--- src/rtl/pfs_pkg.sv ---
package pfs_pkg;

  typedef enum logic [1:0] {
    OP_READ     = 2'b00,
    OP_WRITE    = 2'b01,
    OP_POLL     = 2'b10,
    OP_POLL_ALT = 2'b11
  } opKind_e;

  typedef struct packed {
    logic ceN;
    logic oeN;
    logic weN;
    logic drive;
  } padPins_t;

  typedef struct packed {
    padPins_t pads;
    logic     loadReq;
    logic     capture;
  } busCtl_t;

  function automatic int cdiv(input int ns, input int period);
    return (ns + period - 1) / period;
  endfunction

  function automatic int imax(input int a, input int b);
    return (a > b) ? a : b;
  endfunction

endpackage

--- src/rtl/pfs_ctrl.sv ---
module pfs_ctrl
  import pfs_pkg::*;
#(
  parameter int CLK_PERIOD_NS = 10,
  parameter int T_CS_NS       = 10,
  parameter int T_WP_NS       = 50,
  parameter int T_AS_NS       = 50,
  parameter int T_DH_NS       = 10,
  parameter int T_CH_NS       = 10,
  parameter int T_WPH_NS      = 50,
  parameter int T_WC_NS       = 120,
  parameter int T_ACC_NS      = 120,
  parameter int T_OE_NS       = 50,
  parameter int T_RC_NS       = 120,
  parameter int T_DF_NS       = 30,
  parameter int T_PS_NS       = 480,
  parameter int T_PWH_NS      = 600,
  parameter int T_RSTLOW_NS   = 100,
  parameter int MAX_POLLS     = 256
) (
  input  logic       clk,
  input  logic       rstN,
  input  logic       reqValid,
  input  logic [1:0] reqOp,
  output logic       reqReady,
  input  logic       statusReady,
  input  logic       statusFault,
  output busCtl_t    ctl,
  output logic       flRstN,
  output logic       rspValid,
  output logic       rspErr,
  output logic       rspTimeout
);

  localparam int P      = CLK_PERIOD_NS;
  localparam int CS_C   = cdiv(T_CS_NS, P);
  localparam int WP_C   = cdiv(T_WP_NS, P);
  localparam int AS_C   = cdiv(T_AS_NS, P);
  localparam int DH_C   = cdiv(T_DH_NS, P);
  localparam int CH_C   = cdiv(T_CH_NS, P);
  localparam int WPH_C  = cdiv(T_WPH_NS, P);
  localparam int WC_C   = cdiv(T_WC_NS, P);
  localparam int ACC_C  = cdiv(T_ACC_NS, P);
  localparam int OE_C   = cdiv(T_OE_NS, P);
  localparam int RC_C   = cdiv(T_RC_NS, P);
  localparam int DF_C   = cdiv(T_DF_NS, P);
  localparam int PS_C   = cdiv(T_PS_NS, P);
  localparam int PWH_C  = cdiv(T_PWH_NS, P);
  localparam int RSTL_C = imax(cdiv(T_RSTLOW_NS, P), 1);

  localparam int SET_C  = imax(CS_C, imax(AS_C - WP_C, 1));
  localparam int WPU_C  = imax(WP_C, 1);
  localparam int HLD_C  = imax(imax(DH_C, CH_C), 1);
  localparam int REC_C  = imax(1, imax(WC_C - SET_C - WPU_C - HLD_C, WPH_C - HLD_C - SET_C));
  localparam int ACCT_C = imax(imax(ACC_C, OE_C), imax(RC_C, 1));
  localparam int FLT_C  = imax(DF_C, 1);
  localparam int WAKE_C = imax(PS_C, PWH_C);
  localparam int MAXC   = imax(imax(WAKE_C, ACCT_C), imax(imax(REC_C, RSTL_C), imax(imax(SET_C, WPU_C), imax(HLD_C, FLT_C))));
  localparam int CW     = $clog2(MAXC + 2) + 1;
  localparam int PW     = $clog2(MAX_POLLS + 1);

  typedef enum logic [2:0] {
    ST_RST, ST_IDLE, ST_WSET, ST_WPUL, ST_WHLD, ST_WREC, ST_RACC, ST_RFLT
  } seqState_e;

  seqState_e st, stNext;
  logic [CW-1:0] cnt, cntNext;
  logic [CW-1:0] rstCnt;
  logic [CW-1:0] wakeCnt;
  logic [CW-1:0] weLowCnt;
  logic [PW-1:0] pollCnt, pollNext;
  logic          isPoll, isPollNext;
  logic          fire, errNext, toNext, loadReq, capture;
  padPins_t      padQ;
  logic          flRstNQ;

  function automatic padPins_t decodePads(input seqState_e s);
    padPins_t p;
    p = '{ceN: 1'b1, oeN: 1'b1, weN: 1'b1, drive: 1'b0};
    case (s)
      ST_WSET: begin p.ceN = 1'b0; p.drive = 1'b1; end
      ST_WPUL: begin p.ceN = 1'b0; p.weN = 1'b0; p.drive = 1'b1; end
      ST_WHLD: begin p.ceN = 1'b0; p.drive = 1'b1; end
      ST_RACC: begin p.ceN = 1'b0; p.oeN = 1'b0; end
      default: ;
    endcase
    return p;
  endfunction

  always_comb begin
    if (st != ST_IDLE) begin
      reqReady = 1'b0;
    end else if (opKind_e'(reqOp) == OP_WRITE) begin
      reqReady = (wakeCnt >= CW'(PS_C));
    end else begin
      reqReady = (wakeCnt >= CW'(PWH_C));
    end
  end

  always_comb begin
    stNext     = st;
    cntNext    = (cnt != '0) ? cnt - 1'b1 : cnt;
    pollNext   = pollCnt;
    isPollNext = isPoll;
    fire       = 1'b0;
    errNext    = 1'b0;
    toNext     = 1'b0;
    loadReq    = 1'b0;
    capture    = 1'b0;
    case (st)
      ST_RST: begin
        if (rstCnt == CW'(RSTL_C)) stNext = ST_IDLE;
      end
      ST_IDLE: begin
        if (reqValid && reqReady) begin
          loadReq    = 1'b1;
          pollNext   = '0;
          isPollNext = reqOp[1];
          if (opKind_e'(reqOp) == OP_WRITE) begin
            stNext  = ST_WSET;
            cntNext = CW'(SET_C - 1);
          end else begin
            stNext  = ST_RACC;
            cntNext = CW'(ACCT_C - 1);
          end
        end
      end
      ST_WSET: if (cnt == '0) begin stNext = ST_WPUL; cntNext = CW'(WPU_C - 1); end
      ST_WPUL: if (cnt == '0) begin stNext = ST_WHLD; cntNext = CW'(HLD_C - 1); end
      ST_WHLD: if (cnt == '0) begin stNext = ST_WREC; cntNext = CW'(REC_C - 1); end
      ST_WREC: if (cnt == '0) begin stNext = ST_IDLE; fire = 1'b1; end
      ST_RACC: begin
        if (cnt == '0) begin
          capture = 1'b1;
          stNext  = ST_RFLT;
          cntNext = CW'(FLT_C - 1);
        end
      end
      ST_RFLT: begin
        if (cnt == '0) begin
          if (!isPoll) begin
            stNext = ST_IDLE;
            fire   = 1'b1;
          end else if (statusReady) begin
            stNext  = ST_IDLE;
            fire    = 1'b1;
            errNext = statusFault;
          end else if (pollCnt == PW'(MAX_POLLS - 1)) begin
            stNext  = ST_IDLE;
            fire    = 1'b1;
            errNext = 1'b1;
            toNext  = 1'b1;
          end else begin
            pollNext = pollCnt + 1'b1;
            stNext   = ST_RACC;
            cntNext  = CW'(ACCT_C - 1);
          end
        end
      end
      default: stNext = ST_RST;
    endcase
  end

  always_ff @(posedge clk or negedge rstN) begin
    if (!rstN) begin
      st         <= ST_RST;
      cnt        <= '0;
      rstCnt     <= '0;
      wakeCnt    <= '0;
      weLowCnt   <= '0;
      pollCnt    <= '0;
      isPoll     <= 1'b0;
      flRstNQ    <= 1'b0;
      padQ       <= '{ceN: 1'b1, oeN: 1'b1, weN: 1'b1, drive: 1'b0};
      rspValid   <= 1'b0;
      rspErr     <= 1'b0;
      rspTimeout <= 1'b0;
    end else begin
      st      <= stNext;
      cnt     <= cntNext;
      pollCnt <= pollNext;
      isPoll  <= isPollNext;
      if (st == ST_RST) rstCnt <= rstCnt + 1'b1;
      flRstNQ <= (stNext != ST_RST);
      if (flRstNQ && wakeCnt != CW'(WAKE_C)) wakeCnt <= wakeCnt + 1'b1;
      if (padQ.weN) weLowCnt <= '0;
      else if (weLowCnt != CW'(MAXC)) weLowCnt <= weLowCnt + 1'b1;
      padQ       <= decodePads(stNext);
      rspValid   <= fire;
      rspErr     <= errNext;
      rspTimeout <= toNext;
    end
  end

  assign flRstN       = flRstNQ;
  assign ctl.pads     = padQ;
  assign ctl.loadReq  = loadReq;
  assign ctl.capture  = capture;

  AST_RST_PADS_IDLE: assert property (@(posedge clk) disable iff (!rstN)
    !flRstN |-> (padQ.ceN && padQ.oeN && padQ.weN && !padQ.drive));
  AST_WAKE_WRITE: assert property (@(posedge clk) disable iff (!rstN)
    $fell(padQ.weN) |-> (wakeCnt >= CW'(PS_C)));
  AST_WAKE_READ: assert property (@(posedge clk) disable iff (!rstN)
    $fell(padQ.oeN) |-> (wakeCnt >= CW'(PWH_C)));
  AST_CE_BEFORE_WE: assert property (@(posedge clk) disable iff (!rstN)
    $fell(padQ.weN) |-> $past(!padQ.ceN));
  AST_WE_WIDTH: assert property (@(posedge clk) disable iff (!rstN)
    $rose(padQ.weN) |-> (weLowCnt >= CW'(WPU_C)));
  AST_RSP_PULSE: assert property (@(posedge clk) disable iff (!rstN)
    rspValid |=> !rspValid);
  AST_POLL_LIMIT: assert property (@(posedge clk) disable iff (!rstN)
    pollCnt < PW'(MAX_POLLS));
  AST_TIMEOUT_ERR: assert property (@(posedge clk) disable iff (!rstN)
    rspTimeout |-> (rspErr && rspValid));

endmodule

--- src/rtl/pfs_dpath.sv ---
module pfs_dpath
  import pfs_pkg::*;
#(
  parameter int ADDR_W       = 17,
  parameter int BUS_TURN_CYC = 3
) (
  input  logic              clk,
  input  logic              rstN,
  input  busCtl_t           ctl,
  input  logic [ADDR_W-1:0] reqAddr,
  input  logic [7:0]        reqData,
  input  logic [7:0]        flDqIn,
  output logic [ADDR_W-1:0] flAddr,
  output logic [7:0]        flDqOut,
  output logic              flDqOe,
  output logic              flCeN,
  output logic              flOeN,
  output logic              flWeN,
  output logic              statusReady,
  output logic              statusFault,
  output logic [7:0]        rspData
);

  localparam int TW = $clog2(BUS_TURN_CYC + 2) + 1;

  logic [ADDR_W-1:0] addrQ;
  logic [7:0]        dataQ;
  logic [7:0]        capQ;
  logic [TW-1:0]     oeHighCnt;

  always_ff @(posedge clk or negedge rstN) begin
    if (!rstN) begin
      addrQ <= '0;
      dataQ <= '0;
      capQ  <= '0;
    end else begin
      if (ctl.loadReq) begin
        addrQ <= reqAddr;
        dataQ <= reqData;
        capQ  <= '0;
      end else if (ctl.capture) begin
        capQ <= flDqIn;
      end
    end
  end

  assign flAddr      = addrQ;
  assign flDqOut     = dataQ;
  assign flCeN       = ctl.pads.ceN;
  assign flOeN       = ctl.pads.oeN;
  assign flWeN       = ctl.pads.weN;
  assign flDqOe      = ctl.pads.drive & ctl.pads.oeN;
  assign statusReady = capQ[7];
  assign statusFault = |capQ[5:3];
  assign rspData     = capQ;

  always_ff @(posedge clk or negedge rstN) begin
    if (!rstN) begin
      oeHighCnt <= '0;
    end else if (!flOeN) begin
      oeHighCnt <= '0;
    end else if (oeHighCnt != TW'(BUS_TURN_CYC + 1)) begin
      oeHighCnt <= oeHighCnt + 1'b1;
    end
  end

  AST_BUS_TURNAROUND: assert property (@(posedge clk) disable iff (!rstN)
    $rose(flDqOe) |-> (oeHighCnt >= TW'(BUS_TURN_CYC)));
  AST_STROBE_STABLE: assert property (@(posedge clk) disable iff (!rstN)
    (!flWeN && $past(!flWeN)) |-> ($stable(flAddr) && $stable(flDqOut)));

endmodule

--- src/rtl/pflash_seq.sv ---
module pflash_seq
  import pfs_pkg::*;
#(
  parameter int ADDR_W        = 17,
  parameter int CLK_PERIOD_NS = 10,
  parameter int T_CS_NS       = 10,
  parameter int T_WP_NS       = 50,
  parameter int T_AS_NS       = 50,
  parameter int T_DH_NS       = 10,
  parameter int T_CH_NS       = 10,
  parameter int T_WPH_NS      = 50,
  parameter int T_WC_NS       = 120,
  parameter int T_ACC_NS      = 120,
  parameter int T_OE_NS       = 50,
  parameter int T_RC_NS       = 120,
  parameter int T_DF_NS       = 30,
  parameter int T_PS_NS       = 480,
  parameter int T_PWH_NS      = 600,
  parameter int T_RSTLOW_NS   = 100,
  parameter int MAX_POLLS     = 256
) (
  input  logic              clk,
  input  logic              rstN,
  input  logic              reqValid,
  output logic              reqReady,
  input  logic [1:0]        reqOp,
  input  logic [ADDR_W-1:0] reqAddr,
  input  logic [7:0]        reqData,
  output logic              rspValid,
  output logic [7:0]        rspData,
  output logic              rspErr,
  output logic              rspTimeout,
  output logic              flRstN,
  output logic              flCeN,
  output logic              flOeN,
  output logic              flWeN,
  output logic [ADDR_W-1:0] flAddr,
  output logic [7:0]        flDqOut,
  output logic              flDqOe,
  input  logic [7:0]        flDqIn
);

  localparam int TURN_C = imax(cdiv(T_DF_NS, CLK_PERIOD_NS), 1);

  busCtl_t ctl;
  logic    statusReady;
  logic    statusFault;

  pfs_ctrl #(
    .CLK_PERIOD_NS(CLK_PERIOD_NS), .T_CS_NS(T_CS_NS), .T_WP_NS(T_WP_NS),
    .T_AS_NS(T_AS_NS), .T_DH_NS(T_DH_NS), .T_CH_NS(T_CH_NS),
    .T_WPH_NS(T_WPH_NS), .T_WC_NS(T_WC_NS), .T_ACC_NS(T_ACC_NS),
    .T_OE_NS(T_OE_NS), .T_RC_NS(T_RC_NS), .T_DF_NS(T_DF_NS),
    .T_PS_NS(T_PS_NS), .T_PWH_NS(T_PWH_NS), .T_RSTLOW_NS(T_RSTLOW_NS),
    .MAX_POLLS(MAX_POLLS)
  ) i_ctrl (
    .clk(clk), .rstN(rstN), .reqValid(reqValid), .reqOp(reqOp),
    .reqReady(reqReady), .statusReady(statusReady), .statusFault(statusFault),
    .ctl(ctl), .flRstN(flRstN), .rspValid(rspValid), .rspErr(rspErr),
    .rspTimeout(rspTimeout)
  );

  pfs_dpath #(
    .ADDR_W(ADDR_W), .BUS_TURN_CYC(TURN_C)
  ) i_dpath (
    .clk(clk), .rstN(rstN), .ctl(ctl), .reqAddr(reqAddr), .reqData(reqData),
    .flDqIn(flDqIn), .flAddr(flAddr), .flDqOut(flDqOut), .flDqOe(flDqOe),
    .flCeN(flCeN), .flOeN(flOeN), .flWeN(flWeN), .statusReady(statusReady),
    .statusFault(statusFault), .rspData(rspData)
  );

endmodule

--- config.mk ---
export PLATFORM = sky130hd
export DESIGN_NAME = pflash_seq
export DESIGN_NICKNAME = d
export VERILOG_FILES = /design/src/rtl/pfs_pkg.sv /design/src/rtl/pfs_ctrl.sv /design/src/rtl/pfs_dpath.sv /design/src/rtl/pflash_seq.sv
export SDC_FILE = /design/constraint.sdc
export NUM_CORES = 1
export LEC_CHECK = 0
export BUFFER_PORTS_ARGS = -buffer_cell sky130_fd_sc_hd__buf_2
export CAP_MARGIN = 20
export CELL_PAD_IN_SITES_DETAIL_PLACEMENT = 0
export CELL_PAD_IN_SITES_GLOBAL_PLACEMENT = 1
export CORE_MARGIN = 1
export CORE_UTILIZATION = 30
export CTS_BUF_LIST = sky130_fd_sc_hd__clkbuf_16
export DETAILED_ROUTE_END_ITERATION = 8
export GPL_TIMING_DRIVEN = 0
export PLACE_DENSITY = 0.74
export SYNTH_ARGS = -nofsm -noshare
export SYNTH_HDL_FRONTEND = slang
export SYNTH_SLANG_ARGS = --single-unit
--- constraint.sdc ---
create_clock -name clk -period 2.3 [get_ports clk]
set_clock_uncertainty 0.2 [all_clocks]
set_input_delay 0 -clock clk [delete_from_list [all_inputs] [get_ports clk]]
set_output_delay 0 -clock clk [all_outputs]
set_load 0.05 [all_outputs]
## Word level (Yosys, flattened, before mapping)

Cells that the tools add are included.

- Reductions and logical operators: 14
- Shift operators: 0
- Bitwise gates (word level): 1
- Magnitude comparators: 2
- Eq/ne operators: 21
- Divide/modulo/power cells: 0
- Mux-type cells: 55
- Add/sub/neg operators: 4
- $mul: 0

Operators with widths:

| kind | number |
|---|---|
| $mux 7 | 9 |
| $mux 9 | 5 |
| $mux 3 | 12 |
| $pmux 7 s5 | 1 |
| $pmux 3 s8 | 1 |
| $mux 1 | 22 |
| $eq 3x3->1 const B | 6 |
| $pmux 9 s2 | 1 |
| $mux 8 | 2 |
| $add 7x1->7 const B | 2 |
| $ge 7x6->1 const B | 2 |
| $eq 3x2->1 const B | 4 |
| $add 9x1->9 const B | 1 |
| $eq 9x8->1 const B | 1 |
| $eq 7x4->1 const B | 1 |
| $logic_not 7->1 | 1 |
| $ne 7x6->1 const B | 1 |
| $reduce_bool 7->1 | 1 |
| $sub 7x1->7 const B | 1 |
| $ne 2x1->1 const B | 3 |
| $reduce_and 6->1 | 1 |
| $reduce_or 3->1 | 2 |
| $mux 4 | 1 |
| $ne 2x2->1 const B | 2 |
| other kinds (12) | 14 |

- Bits in read-only memories: 0
- Bits in writable memories: 0
- Word-level logic and storage cells: 114
- Latch bits: 0
- Register bits: 75
- Memories kept: 0

## Logic depth before layout (Yosys ltp)

Gate-level depths: netlist of run 1.

- Depth after elaboration: 9
- Depth in mapped cells: 10

## Hierarchy

A second synthesis of run 1 with hierarchy kept.

- Cells, all modules: 308
- Area, all modules: 3626.0 um2

Modules (own cells, without submodules):

| module | instances | area an instance (um2) | cells an instance | seq. area each (um2) |
|---|---|---|---|---|
| pfs_ctrl | 1 | 2215.9 | 223 | 1054.8 |
| pfs_dpath | 1 | 1410.1 | 85 | 825.8 |

## Worst setup path before layout of run 1

OpenSTA, ideal clock, no wires.

- Kind: reg-to-reg
- From: reg i_ctrl.cnt[0]
- To: reg i_ctrl.cnt[0]
- Cell stages (with the launch flop): 11
- Arrival: 2.119 ns
- Setup time: 0.124 ns
- Path slack: -0.143 ns
- Period minus slack after synthesis: 2.443 ns
- Required time: 1.976 ns
- Buffers on the path: 1
- Cell sequence: dfrtp_1 > inv_1 > ha_1 > or3b_1 > buf_6 > nor2_8 > inv_4 > ha_1 > nor3b_2 > a211oi_1 > o31a_1

- Word-level cells in the longest chain between the ends: 7
- Elaborated cells on any way between the ends: 13

RTL lines:

| what | line | text |
|---|---|---|
| from (decl) | pfs_ctrl.sv:67 | `logic [CW-1:0] cnt, cntNext;` |
| from (signal assigned) | pfs_ctrl.sv:180 | `cnt <= cntNext;` |
| $sub 7x1->7 / $reduce_bool 7->1 (equally long branches) | pfs_ctrl.sv:102 | `cntNext = (cnt != '0) ? cnt - 1'b1 : cnt;` |
| $mux 7 | pfs_ctrl.sv:102 |  |
| $mux 7 | pfs_ctrl.sv:148 | `end else if (pollCnt == PW'(MAX_POLLS - 1)) begin` |
| $mux 7 | pfs_ctrl.sv:144 | `end else if (statusReady) begin` |
| $mux 7 | pfs_ctrl.sv:141 | `if (!isPoll) begin` |
| $mux 7 | pfs_ctrl.sv:140 | `if (cnt == '0) begin` |
| $pmux 7 s5 (*) | pfs_ctrl.sv:110 | `case (st)` |
| via i_ctrl.cntNext[0] | pfs_ctrl.sv:67 |  |

The timed path passes the listed nets; every way through them passes the cells marked *.
A chain may end at the register's enable or synchronous reset.

## Worst setup path in the final report of run 1

- From: reg i_ctrl.pollCnt[5]
- To: reg i_ctrl.pollCnt[7]

- Word-level cells in the longest chain between the ends: 6
- Elaborated cells on any way between the ends: 9

RTL lines:

| what | line | text |
|---|---|---|
| from (decl) | pfs_ctrl.sv:71 | `logic [PW-1:0] pollCnt, pollNext;` |
| from (signal assigned) | pfs_ctrl.sv:181 | `pollCnt <= pollNext;` |
| $add 9x1->9 | pfs_ctrl.sv:154 | `pollNext = pollCnt + 1'b1;` |
| $mux 9 | pfs_ctrl.sv:148 |  |
| $mux 9 | pfs_ctrl.sv:144 |  |
| $mux 9 | pfs_ctrl.sv:141 |  |
| $mux 9 | pfs_ctrl.sv:140 |  |
| $pmux 9 s2 | pfs_ctrl.sv:110 |  |

Several ways; a longest one is shown, not always the timed one. The select of a mux whose other input is x is not followed.

==> flow_summary.yaml, run 1 <==
status:
  outcome: "complete, but fails checks"
  violations: "setup timing"
timing:
  setup_tns_ns: -0.2893
  finalCriticalPeriod_ns: 2.358
  worst_slew_pin_slew_ns: 0.8517
  finalSetupViolCount: 9
  fmax_mhz: 424.1
  fin_crit_sh: 1.025
  rsz0062_at_grt: "true"
  fin_ws_ns: -0.05802
  max-slew-margin-rel: 0.4278
  drv_slew: 0
  hold_violations: 0
synth:
  synth.avg_cell_area_um2: 10.01
  synth_xor_xnor_area_share: 0.05918
  yosys_warnings: 0
  synth_top_family_by_area: "simple AND/OR/NAND/NOR gates"
  synthFlopType: "dfrtp_1"
  syn_inst: 355
  muxShareOfSynthArea: 0.03100
  ys_ff_latch: 75
  netlist.area_leader.share: 0.5072
  synth_area_leaders: "dfrtp_1, nand2_1, xnor2_1, mux2i_1, ha_1"
  synth_area_um2: 3552
  synth-simple-area-share: 0.2335
  synthesis.nets: 401
  synth_edf_count: 0
  synthAdderAreaFrac: 0.02818
  synth_compound_area_frac: 0.08595
  ys_types: 56
  ys_seq_area_frac: 0.5294
  synth_top_cell_by_area: "dfrtp_1"
  async_flop_share: 1.000
worst_setup_path:
  path_delay_family: "simple AND/OR/NAND/NOR gates"
  critPathMostFrequentCell: "nor2_1"
  critPathSlowestCell: "dfrtp_1"
  required_ns: 2.29
  max_stage_delay_ns: 0.40
  setup.worst_path.start_class: "flip-flop"
  worstPathArrival_ns: 2.35
  end_kind: "flip-flop"
  critical_path_class: "reg -> reg"
  worstPathCellList: "and4_4, nand2_2, nor2_1, ha_2, nor3b_4, nand4_1, buf_6, nor3_4, xnor2_1, nor2_1"
  worst-path-buf-inv: 1
  crit_path_max_fanout: 7
global_route:
  grt_first_pass_wirelength_mm: 14.77
  grt_overflow_total: 0
  gr-usage-all-layers: 0.1501
  antenna_found_initial: 0
  first_global_vias: 3099
  grt_max_degree: 44
power:
  powerDensity_nw_per_um2: 636.2
  leakage_uw: 0.002623
  vdd_ir_drop_max_uv: 469.2
  finalPower_uw: 3278
layout:
  finish.net_count: 552
  diodes: 0
  area_growth_pct: 45.05
  num-fill-cells: 1071
  drive_gt1_frac: 0.3118
  postLayoutCellArea_um2: 5152
route:
  drc: 0
  dr_total_vias: 3069
  routed_via_density: 4.700
  firstDrtPassIters: 4
  avgRoutedWirePerCell_um: 13.18
  drtAntennaViolNets: 0
  drt_iter0_drc: 152
  drt_wl_total_mm: 8.608
floorplanning:
  start_util: 0.3098
  fp.dieW_um: 110.8
  die_height_um: 110.8
  die-area_um2: 12280
  coreArea_um2: 11470
  row_count: 39
  ioPinCount: 80
place:
  gp_congestion: 0.7872
  numPortBuffers: 79
  hpwl_mm: 5.655
  place_area_um2: 4190
cts:
  worst_skew_pair.late_latency_ns: 0.33
  cts_root_buf: "clkbuf_16"
  cts_inserted_buffers: 9
  htreeDepth: 3
  cts_tree: "done"
  clock-sinks: 75
  path_clk_slew_ns: 0.06
  clockBufferDepth: 2
run:
  cap_viol_max_count: 0
worst_hold_path:
  min-delay-path-class: "in -> async"
==> layout by cell type, fill, tap and decap left out, drive strengths merged, types with 6 or more instances in the layout <==
cell | synthesis | layout
buf | 7 | 111
nand2 | 90 | 90
dfrtp | 72 | 72
dlygate4sd3 | 0 | 36
nor2 | 25 | 25
clkbuf | 6 | 15
xnor2 | 14 | 14
inv | 12 | 13
o21ai | 12 | 12
mux2i | 11 | 11
nand3 | 11 | 11
xor2 | 10 | 10
nand4 | 8 | 8
nor3 | 8 | 8
ha | 8 | 8
a211oi | 6 | 6
==> logic make-up (layout without fill, tap and decap cells) <==
kind of cell | after synthesis | count (layout)
multiplexers | 11 | 11
AND/OR/NAND/NOR | 169 | 169
buffers and inverters | 26 | 181
XOR/XNOR | 24 | 24
adder cells (fa/ha/maj) | 8 | 8
AO/OA/AOI/OAI | 42 | 42
flip-flops | 75 | 75
==> layout make-up <==
| cell class | instances | area [um2] | share of cell area |
|---|---|---|---|
| repair buffers | 141 | 1006 | 0.1952 |
| inverters | 13 | 53.80 | 0.01044 |
| plain buffers | 12 | 63.81 | 0.01238 |
| clock buffers | 9 | 225.2 | 0.04371 |
| multi-input cells | 254 | 1654 | 0.3210 |
| clock inverters | 6 | 90.09 | 0.01748 |
| well taps | 143 | 178.9 | 0.03473 |
| flip-flops and latches | 75 | 1881 | 0.3650 |
==> registers in the layout, indices dropped and copies added, names as in the netlist <==
signal / count
i_dpath.rspData: 8
i_ctrl.rstCnt: 7
i_dpath.flDqOut: 8
i_ctrl.cnt: 7
i_ctrl.rspTimeout: 1
i_ctrl.pollCnt: 9
i_ctrl.ctl: 4
i_ctrl.flRstN: 1
i_ctrl.isPoll: 1
i_dpath.flAddr: 17
i_ctrl.rspValid: 1
i_ctrl.rspErr: 1
i_ctrl.st: 3
i_ctrl.wakeCnt: 7
==> what timing repair did <==
action,4_1_cts,5_1_grt
buffers inserted,17,7
setup endpoints to repair,15,32
hold endpoints to repair,110,0
hold buffers,37,0
pin swaps,8,17
gates resized for setup,6,16
==> routing by layer <==
metal,share of wire,routed length [um],track usage,vias up
li1,-,-,-,1507
met1,0.46,3949,0.1904,1481
met2,0.48,4138,0.2385,73
met3,0.048,413,0.04975,8
met4,0.012,106,0.05333,0
met5,0,0,0,-
==> power by group <==
part	internal, uW	switching (uW)
Clock	947	543
Combinational	174	239
Sequential	1350	21.1
==> cell usage after synthesis, drive strengths merged, types with 4 or more instances <==
| cell type | n |
|---|---|
| a211oi | 6 |
| a21oi | 4 |
| buf | 7 |
| clkbuf | 6 |
| dfrtp | 72 |
| ha | 8 |
| inv | 12 |
| mux2i | 11 |
| nand2 | 90 |
| nand3 | 11 |
| nand4 | 8 |
| nor2 | 25 |
| nor3 | 8 |
| nor3b | 4 |
| o211ai | 4 |
| o21ai | 12 |
| xnor2 | 14 |
| xor2 | 10 |
==> path summary, 6_finish.rpt <==
path	depth (start not counted)	slack (ns)	from	endpoint
worst max-delay path	10	-0.06	i_ctrl.pollCnt[5]$_DFFE_PN0P_	i_ctrl.pollCnt[7]$_DFFE_PN0P_
worst min-delay path	2	0.03	rstN	i_ctrl.ctl[4]$_DFF_PN1_
worst max register to register	10	-0.06	i_ctrl.pollCnt[5]$_DFFE_PN0P_	i_ctrl.pollCnt[7]$_DFFE_PN0P_
worst min register to register	2	0.27	i_dpath.flAddr[3]$_DFFE_PN0P_	i_dpath.flAddr[3]$_DFFE_PN0P_
max in group asynchronous	3	1.61	rstN	i_ctrl.ctl[3]$_DFF_PN1_
min in group clk	4	0.04	reqOp[0]	i_ctrl.cnt[1]$_DFF_PN0_
==> through the flow <==
step	setup WS (ns)	std cells	utilization	hold slack, ns
final	-0.05802	653	0.4493	0.02684
after CTS	-0.02816	646	0.4397	0.01967
after global routing	-0.1457	653	0.4493	0.01706
after detailed placement	-0.2992	578	0.3654	-0.2169
after global placement	-0.2373	577	0.3628	-0.01110
after floorplan	0.005294	355	-	-0.4956
No activity file was read; power rests on OpenSTA's default activity.
==> inputs of run 2 (changes only) <==
- CORE_UTILIZATION: 30 -> 35
- PLACE_DENSITY: 0.74 -> 0.8
- clock period: 2.3 -> 2.6 ns (I/O delays scaled with it)
==> run 2 against run 1 <==
  * The run now ends clean
  * Clock power shrank 24%
  * Register-to-register slack gained 0.12 ns
  * Count of clock-buffer cells in the layout is the same
  * Worst setup slack gained 0.12 ns
  * Final cell count shrank 4.1%
  * Largest power group is now sequential cells
==> flow_summary.yaml, run 2 (synthesis gave the netlist of run 1 again) <==
timing:
  hold_ws_ns: 0.01469
  fmax_mhz: 393.4
  fin_crit_sh: 0.9776
  finalCriticalPeriod_ns: 2.542
  max-slew-margin-rel: 0.4355
  drv_slew: 0
  setup_tns_ns: 0
  finalSetupViolCount: 0
  worst_slew_pin_slew_ns: 0.8402
  hold_violations: 0
layout:
  final_common_cell: "nand2_1"
  diodes: 0
  largest_register_ffs: 17
  seqCellArea_um2: 1881
  area_growth_pct: 37.02
  num-fill-cells: 927
  finish.net_count: 534
  multi_input_area_um2: 1588
  drive_gt1_frac: 0.2576
  final_cell_mix: "nand2_1, buf_2, dfrtp_1"
cts:
  cts_root_buf: "clkbuf_16"
  clock-sinks: 75
  cts_inserted_buffers: 9
  cts_tree: "done"
  worst_skew_pair.late_latency_ns: 0.33
  htreeDepth: 3
  clockBufferDepth: 2
  path_clk_slew_ns: 0.06
route:
  firstDrtPassIters: 4
  dr_total_vias: 3021
  drtAntennaViolNets: 0
  drt_iter0_drc: 154
  avgRoutedWirePerCell_um: 13.75
  routed_via_density: 4.826
  drc: 0
  drt_wl_total_mm: 8.605
floorplanning:
  ioPinCount: 80
  start_util: 0.3617
  die_height_um: 102.7
  coreArea_um2: 9819
  die-area_um2: 10560
  fp.dieW_um: 102.7
  row_count: 36
power:
  clockPowerShare: 0.422
  p_comb_frac: 0.125
  sw_frac_of_total: 0.2653
  powerDensity_nw_per_um2: 552.6
  leakage_uw: 0.002493
  p_sw_uw: 713.6
  intPower_uw: 1976
  vdd_ir_drop_max_uv: 298.4
  finalPower_uw: 2690
  pwr-share-seq: 0.453
worst_setup_path:
  startpoint: "i_ctrl.cnt[0]$_DFF_PN0_"
  worst-path-buf-inv: 3
  worstPathArrival_ns: 2.56
  critical_path_class: "reg -> reg"
  end_kind: "flip-flop"
  max_stage_delay_ns: 0.41
  r2r.worst_path.cells: 10
  required_ns: 2.62
  path_delay_family: "simple AND/OR/NAND/NOR gates"
  cp.depth: 10
  worstPathCellList: "inv_2, ha_2, or3b_1, buf_6, nor2_8, inv_4, ha_4, nor3b_2, a211oi_2, o31a_1"
  r2r_end: "i_ctrl.cnt[0]$_DFF_PN0_"
  critPathSlowestCell: "dfrtp_1"
  crit-reg2reg-launch: "i_ctrl.cnt[0]$_DFF_PN0_"
  reg2reg_setup_slack_ns: 0.06
  setup.worst_path.start_class: "flip-flop"
  crit_path_max_fanout: 10
run:
  cap_viol_max_count: 0
global_route:
  grt_first_pass_wirelength_mm: 14.20
  antenna_found_initial: 0
  grt_max_degree: 50
  first_global_vias: 3075
  grt_overflow_total: 0
  gr-usage-all-layers: 0.1763
status:
  outcome: "finished clean"
place:
  numPortBuffers: 79
  hpwl_mm: 5.667
  gp_congestion: 0.7909
worst_hold_path:
  min-delay-path-class: "in -> async"
run 2: worst reg2reg max path: cells and delay by family, from the launching register on:
family	cells	cell delay (ns)
simple gates	3	0.64
fa+ha+maj	2	0.48
flops	1	0.41
compound gates	2	0.35
buf+inv	3	0.34
run 2: worst max-delay path by stage:
stage	end	slack, ns
after floorplan	i_ctrl.cnt[0]$_DFF_PN0_	0.16
after global placement	i_ctrl.pollCnt[3]$_DFFE_PN0P_	-0.11
after detailed placement	i_ctrl.pollCnt[3]$_DFFE_PN0P_	-0.19
after CTS	i_ctrl.pollCnt[3]$_DFFE_PN0P_	0.02
after global routing	i_ctrl.cnt[0]$_DFF_PN0_	-0.02
final	i_ctrl.cnt[0]$_DFF_PN0_	0.06
run 2: power by group through the flow:
stage / clock network, uW / logic, uW / registers [uW]
after floorplan: 0 / 115 / 1300
after global placement: 0 / 275 / 1240
after detailed placement: 0 / 285 / 1240
after CTS: 1160 / 333 / 1220
after global routing: 1200 / 370 / 1220
final: 1130 / 337 / 1220
run 2: timing repair:
action | 4_1_cts | 5_1_grt
hold buffers | 37 | 0
pin swaps | 2 | 2
resized for setup | 1 | 7
endpoints found under the setup margin | 15 | 9
endpoints found under the hold margin | 111 | 0
buffers inserted | 3 | 3
run 2: layout make-up:
cell class                 count  area share
timing repair buffer         123      0.1748
clock buffer                   9     0.04627
buffer                        12     0.01260
sequential                    75      0.3864
tap                          133     0.03419
multi-input combinational    254      0.3262
inverter                      13     0.01054
clock inverter                 7    0.008997
run 2: layer usage:
layer	share of wire	routed length, um	up-vias	GRT usage
met2	0.48	4158	90	0.2903
met5	0	0	-	0
met1	0.45	3875	1444	0.2236
met4	0.019	163	0	0.07584
met3	0.047	408	15	0.03932
li1	-	-	1472	-
run 2: through the flow:
stage	instances	setup WS (ns)	cell area, um2	util
6_report	626	0.05812	4867	0.4957
3_3_place_gp	567	-0.1076	4114	0.4190
2_1_floorplan	355	0.1573	3552	-
4_1_cts	624	0.01657	4822	0.4911
3_5_place_dp	568	-0.1912	4144	0.4220
5_1_grt	626	-0.01830	4867	0.4957
